### src/rtl/cfg_port_loader.sv
module cfg_port_loader #(
  parameter int          DATA_W       = 8,
  parameter int          CLK_DIV      = 2,
  parameter int          PROG_CYCLES  = 16,
  parameter int          INIT_TIMEOUT = 100000,
  parameter int          STARTUP_MIN  = 8,
  parameter int          DONE_TIMEOUT = 1000,
  parameter logic [31:0] SYNC         = 32'hAA995566
) (
  input  logic              clk,
  input  logic              rst_n,
  input  logic              start,
  input  logic              pause_by_clock,
  input  logic [DATA_W-1:0] s_data,
  input  logic              s_valid,
  input  logic              s_last,
  output logic              s_ready,
  output logic              prog_n,
  output logic              cs_n,
  output logic              rdwr_n,
  output logic              cclk,
  output logic [DATA_W-1:0] d_out,
  input  logic              init_in,
  input  logic              done_in,
  output logic              busy,
  output logic              finished,
  output logic              error
);
  localparam int WORDS = 32 / DATA_W;
  localparam int CW    = $clog2(CLK_DIV + 1);
  localparam int TW    = $clog2(PROG_CYCLES + INIT_TIMEOUT + 1);
  localparam int RW    = $clog2(DONE_TIMEOUT + 1);

  typedef enum logic [3:0] {S_IDLE, S_PROG, S_WINIT, S_SETUP, S_LOAD, S_START, S_REL, S_FIN, S_ERR} st_t;

  st_t               st;
  logic [1:0]        init_sq, done_sq;
  logic [CW-1:0]     cnt;
  logic [TW-1:0]     tcnt;
  logic [RW-1:0]     rcnt;
  logic              cclk_q, cs_q, rw_q, prog_q, want, last_sent, synced, init_lo;
  logic [1:0]        post;
  logic [DATA_W-1:0] d_q;
  logic [31:0]       hist;
  logic [WORDS-2:0]  pm;

  wire init_s   = init_sq[1];
  wire done_s   = done_sq[1];
  wire tick     = (cnt == '0);
  wire [31:0] hist_nx = {hist[31-DATA_W:0], s_data};
  wire sync_hit = (hist_nx == SYNC);

  for (genvar k = 1; k < WORDS; k++) begin : g_prefix
    assign pm[k-1] = (hist[k*DATA_W-1:0] == SYNC[31 -: k*DATA_W]);
  end

  wire guard    = synced ? (post != 2'd0) : (|pm);
  wire can_skip = !pause_by_clock && !guard;

  assign s_ready  = (st == S_LOAD) && want && !cclk_q;
  wire   accept   = s_valid && s_ready;

  assign prog_n   = prog_q;
  assign cs_n     = cs_q;
  assign rdwr_n   = rw_q;
  assign cclk     = cclk_q;
  assign d_out    = d_q;
  assign finished = (st == S_FIN);
  assign error    = (st == S_ERR);
  assign busy     = !(st == S_IDLE || st == S_FIN || st == S_ERR);

  always_ff @(posedge clk or negedge rst_n) begin
    if (!rst_n) begin
      st        <= S_IDLE;
      init_sq   <= '0;
      done_sq   <= '0;
      cnt       <= '0;
      tcnt      <= '0;
      rcnt      <= '0;
      cclk_q    <= 1'b0;
      cs_q      <= 1'b1;
      rw_q      <= 1'b1;
      prog_q    <= 1'b1;
      want      <= 1'b0;
      last_sent <= 1'b0;
      synced    <= 1'b0;
      init_lo   <= 1'b0;
      post      <= '0;
      d_q       <= '0;
      hist      <= '0;
    end else begin
      init_sq <= {init_sq[0], init_in};
      done_sq <= {done_sq[0], done_in};
      case (st)
        S_IDLE, S_FIN, S_ERR: begin
          cs_q   <= 1'b1;
          cclk_q <= 1'b0;
          prog_q <= 1'b1;
          if (cs_q) rw_q <= 1'b1;
          if (start && cs_q && rw_q) begin
            st      <= S_PROG;
            prog_q  <= 1'b0;
            tcnt    <= '0;
            init_lo <= 1'b0;
          end
        end
        S_PROG: begin
          tcnt <= tcnt + 1'b1;
          if (!init_s) init_lo <= 1'b1;
          if (tcnt == TW'(PROG_CYCLES - 1)) begin
            prog_q <= 1'b1;
            tcnt   <= '0;
            st     <= S_WINIT;
          end
        end
        S_WINIT: begin
          tcnt <= tcnt + 1'b1;
          if (!init_s) init_lo <= 1'b1;
          if (init_s && init_lo) begin
            rw_q <= 1'b0;
            st   <= S_SETUP;
          end else if (tcnt == TW'(INIT_TIMEOUT - 1)) begin
            st <= S_ERR;
          end
        end
        S_SETUP: begin
          st        <= S_LOAD;
          want      <= 1'b1;
          cnt       <= CW'(CLK_DIV - 1);
          cclk_q    <= 1'b0;
          last_sent <= 1'b0;
          hist      <= '0;
          synced    <= 1'b0;
          post      <= '0;
        end
        S_LOAD: begin
          if (!cclk_q) begin
            if (want) begin
              if (accept) begin
                d_q       <= s_data;
                cs_q      <= 1'b0;
                want      <= 1'b0;
                cnt       <= CW'(CLK_DIV - 1);
                last_sent <= s_last;
                hist      <= hist_nx;
                if (!synced && sync_hit) begin
                  synced <= 1'b1;
                  post   <= 2'd2;
                end else if (post != 2'd0) begin
                  post <= post - 2'd1;
                end
              end else if (can_skip) begin
                cs_q <= 1'b1;
                want <= 1'b0;
                cnt  <= CW'(CLK_DIV - 1);
              end
            end else if (tick) begin
              cclk_q <= 1'b1;
              cnt    <= CW'(CLK_DIV - 1);
            end else begin
              cnt <= cnt - 1'b1;
            end
          end else if (tick) begin
            cclk_q <= 1'b0;
            cnt    <= CW'(CLK_DIV - 1);
            if (last_sent) begin
              st   <= S_START;
              rcnt <= '0;
            end else begin
              want <= 1'b1;
            end
          end else begin
            cnt <= cnt - 1'b1;
          end
        end
        S_START: begin
          if (!cclk_q) begin
            if (tick) begin
              cclk_q <= 1'b1;
              cnt    <= CW'(CLK_DIV - 1);
              rcnt   <= rcnt + 1'b1;
            end else begin
              cnt <= cnt - 1'b1;
            end
          end else if (tick) begin
            cclk_q <= 1'b0;
            cnt    <= CW'(CLK_DIV - 1);
            if (rcnt >= RW'(STARTUP_MIN) && done_s) st <= S_REL;
            else if (rcnt >= RW'(DONE_TIMEOUT))     st <= S_ERR;
          end else begin
            cnt <= cnt - 1'b1;
          end
        end
        S_REL: begin
          cs_q <= 1'b1;
          if (cs_q) begin
            rw_q <= 1'b1;
            st   <= S_FIN;
          end
        end
        default: st <= S_IDLE;
      endcase
    end
  end
endmodule


### config.mk
export PLATFORM = sky130hd
export DESIGN_NAME = cfg_port_loader
export DESIGN_NICKNAME = d
export VERILOG_FILES = /design/src/rtl/cfg_port_loader.sv
export SDC_FILE = /design/constraint.sdc
export NUM_CORES = 1
export LEC_CHECK = 0
export ABC_AREA = 1
export BUFFER_PORTS_ARGS = -buffer_cell sky130_fd_sc_hd__buf_2
export CAP_MARGIN = 15
export CORE_ASPECT_RATIO = 2
export CORE_UTILIZATION = 35
export CTS_CLUSTER_DIAMETER = 40
export DETAILED_ROUTE_END_ITERATION = 8
export GPL_TIMING_DRIVEN = 0
export SLEW_MARGIN = 20
export SYNTH_ARGS = -nofsm -noshare
export SYNTH_HDL_FRONTEND = slang
export SYNTH_SLANG_ARGS = --single-unit
### constraint.sdc
create_clock -name clk -period 1.4 [get_ports clk]
set_input_delay 0.35 -clock clk [delete_from_list [all_inputs] [get_ports clk]]
set_output_delay 0.35 -clock clk [all_outputs]
set_load 0.1 [all_outputs]
==> results.json <==
{
  "violations": "negative setup slack",
  "row_count": 56,
  "start_kind": "register",
  "drt_iter0_drc": 128,
  "gr-total-overflow": 0,
  "mostFrequentLayoutCells": "74 x nand2_1, 71 x dfrtp_1, 58 x inv_1, 40 x nor2_1, 39 x buf_4",
  "ant_nets": 0,
  "relSlewSlack_pct": 73.42,
  "synth_flop_cell": "dfrtp_1",
  "grt_max_degree": 56,
  "power.leakage_uw": 0.003159,
  "arrival_ps": 1570,
  "hold_viol": 0,
  "finalWorstSetupSlack_ps": -515.4,
  "final_common_cell": "nand2_1",
  "insertion_delay_ps": 350,
  "fin_cells": 807,
  "grt_antenna_before_repair": 0,
  "start_util_pct": 36.20,
  "skew_ps": 8.401,
  "pin_count": 32,
  "gp_congestion": 0.9296,
  "final_core_util_pct": 58.34,
  "nets": 678,
  "vias": 4347,
  "setup_tns_ps": -29630,
  "viasPerCell": 5.387,
  "critPathKind": "register to primary output",
  "worstMarginPinSlew_ps": 397.7,
  "cts_tree": "yes",
  "dieArea_mm2": 0.01265,
  "cts_max_level": 3,
  "fin_crit_sh_pct": 136.8,
  "powerDensity_mw_per_mm2": 2173,
  "ys_seq_area_share_pct": 46.48,
  "peakVddDrop_uv": 1386,
  "synth-edff-count": 0,
  "core-area_mm2": 0.01177,
  "fp.dieH_um": 158.1,
  "rsz0062_at_grt": "true",
  "layout_min_cycle_time_ps": 1915,
  "yosys_warnings": 0,
  "synthArstFlopShare_pct": 100.0,
  "numCtsBuffers": 9,
  "die_w_um": 80.03,
  "diodes": 0,
  "syn_inst": 539,
  "hold_ws_ps": 107.2,
  "drt_pre_antenna_iters": 5,
  "setup_viol": 83,
  "cts.clk_slew.worst_paths_ps": 60,
  "cts_root_buf": "clkbuf_16",
  "area_growth_pct": 61.16,
  "critPathMaxFanout": 4,
  "cap_violations": 0,
  "status": "finished, violations left",
  "syn-num-nets": 560,
  "ys_ff_latch": 79,
  "cp_data_required_time_ps": 1050,
  "final_max_slew_viol_count": 0,
  "post_drt_wl_per_cell_um": 17.46,
  "grt_usage_pct": 23.20,
  "end_kind": "primary output",
  "dpl.hpwl_um": 8707,
  "syn_area_mm2": 0.004262,
  "drive_gt1_share_pct": 47.89,
  "fmax_mhz": 522.1,
  "hp-class": "primary input to register",
  "fill_cells": 957,
  "io_buffers": 31,
  "cts.sinks": 79,
  "ys_types": 40,
  "syn_area_per_cell_um2": 7.906,
  "grt_pass1_wl_um": 21730,
  "drt_wl_total_um": 14090,
  "clockBufferDepth": 2,
  "grt_pass1_vias": 4457,
  "drcViolationCount": 0,
  "dp.cells": 716
}
-- Yosys cell counts (all sizes together) (3+ instances only) --
master / instances / share of area, %
a21oi: 10 / 1.2
buf: 7 / 1.1
nor4: 6 / 0.88
nand2: 130 / 12
o31ai: 12 / 2.8
nor2: 67 / 6.6
nand3: 42 / 5.0
dfstp: 3 / 1.8
nor3: 18 / 2.3
dfrtp: 76 / 45
nand4: 14 / 2.1
xor2: 13 / 2.7
inv: 79 / 7.0
o22ai: 3 / 0.44
ha: 5 / 1.5
o21ai: 39 / 4.9
-- where the power goes --
| group | switching, uW | total (uW) | leakage [uW] | internal (uW) |
|---|---|---|---|---|
| logic | 5220 | 8760 | 0.00196 | 3540 |
| registers | 651 | 3590 | 0.00104 | 2940 |
| clock network | 967 | 2580 | 0.000156 | 1610 |
| total | 6840 | 14900 | 0.00316 | 8090 |
-- sequential cells by signal (all words and copies together), names as in the netlist --
signal     cells
cclk           1
cnt            2
cs_n           1
d_out          8
done_sq        2
hist          24
init_lo        1
init_sq        2
last_sent      1
post           2
prog_n         1
rcnt          10
rdwr_n         1
st             4
synced         1
tcnt          17
want           1
-- final cells by class --
type                    instances  area (um2)  share of cell area, %
repair buffers                107        1184                  17.23
clock buffers                  11       242.7                  3.534
clock inverters                 5       81.33                  1.184
inverters                      79       339.1                  4.937
flip-flops and latches         79        1997                  29.08
multi-input cells             373        2745                  39.97
plain buffers                   8       97.59                  1.421
well taps                     145       181.4                  2.642
-- layer usage --
layer	GRT usage [%]	up-vias	routed length (um)
li1	-	2002	-
met1	20.38	2139	4439
met2	44.57	129	8088
met3	3.919	77	430
met4	18.11	0	1134
met5	0	-	0
-- cell families after synthesis --
kind of cell    Yosys count  synth area share, %
simple gates            280                29.60
buf+inv                  88                8.250
flops                    79                46.48
compound gates           73                11.27
xor+xnor                 13                2.672
fa+ha+maj                 5                1.468
mux                       1               0.2642
-- through the flow --
| stage | cell area, um2 | total power, uW | worst slack [ps] |
|---|---|---|---|
| global placement | 4817 | 8447 | -906.3 |
| CTS | 6362 | 13880 | -442.8 |
| floorplan | 4481 | 7412 | -333.5 |
| global route | 6868 | 15600 | -550.4 |
| finish | 6868 | 14920 | -515.4 |
| detailed placement | 4847 | 8542 | -563.9 |
-- what timing repair did --
item / in CTS / in global routing
endpoints found under the hold margin: 24 / 0
hold buffers: 1 / 0
resized for setup: 176 / 103
cloned: 6 / 2
pin swaps: 40 / 40
setup buffers: 58 / 15
endpoints found under the setup margin: 89 / 88
-- critical path, stage by stage, from the launching register on --
cell	delay, ps
dfrtp_1	430
inv_2	100
nand2_4	80
inv_4	80
nand2_4	60
nor2_4	120
nand2_4	80
clkinvlp_4	100
buf_12	170
-- final timing paths --
| kind | from | endpoint | slack [ps] | cells after the start |
|---|---|---|---|---|
| worst max register to register | st[3]$_DFFE_PN0P_ | hist[13]$_DFFE_PN0P_ | -460 | 13 |
| worst min-delay path | init_in | init_sq[0]$_DFF_PN0_ | 110 | 1 |
| worst min register to register | done_sq[0]$_DFF_PN0_ | done_sq[1]$_DFF_PN0_ | 350 | 0 |
| worst max-delay path | st[3]$_DFFE_PN0P_ | s_ready | -520 | 8 |
| max in group asynchronous | rst_n | prog_n$_DFFE_PN1P_ | 300 | 3 |
| min in group asynchronous | rst_n | d_out[7]$_DFFE_PN0P_ | 460 | 2 |
Power figures use the tool's default switching activity.
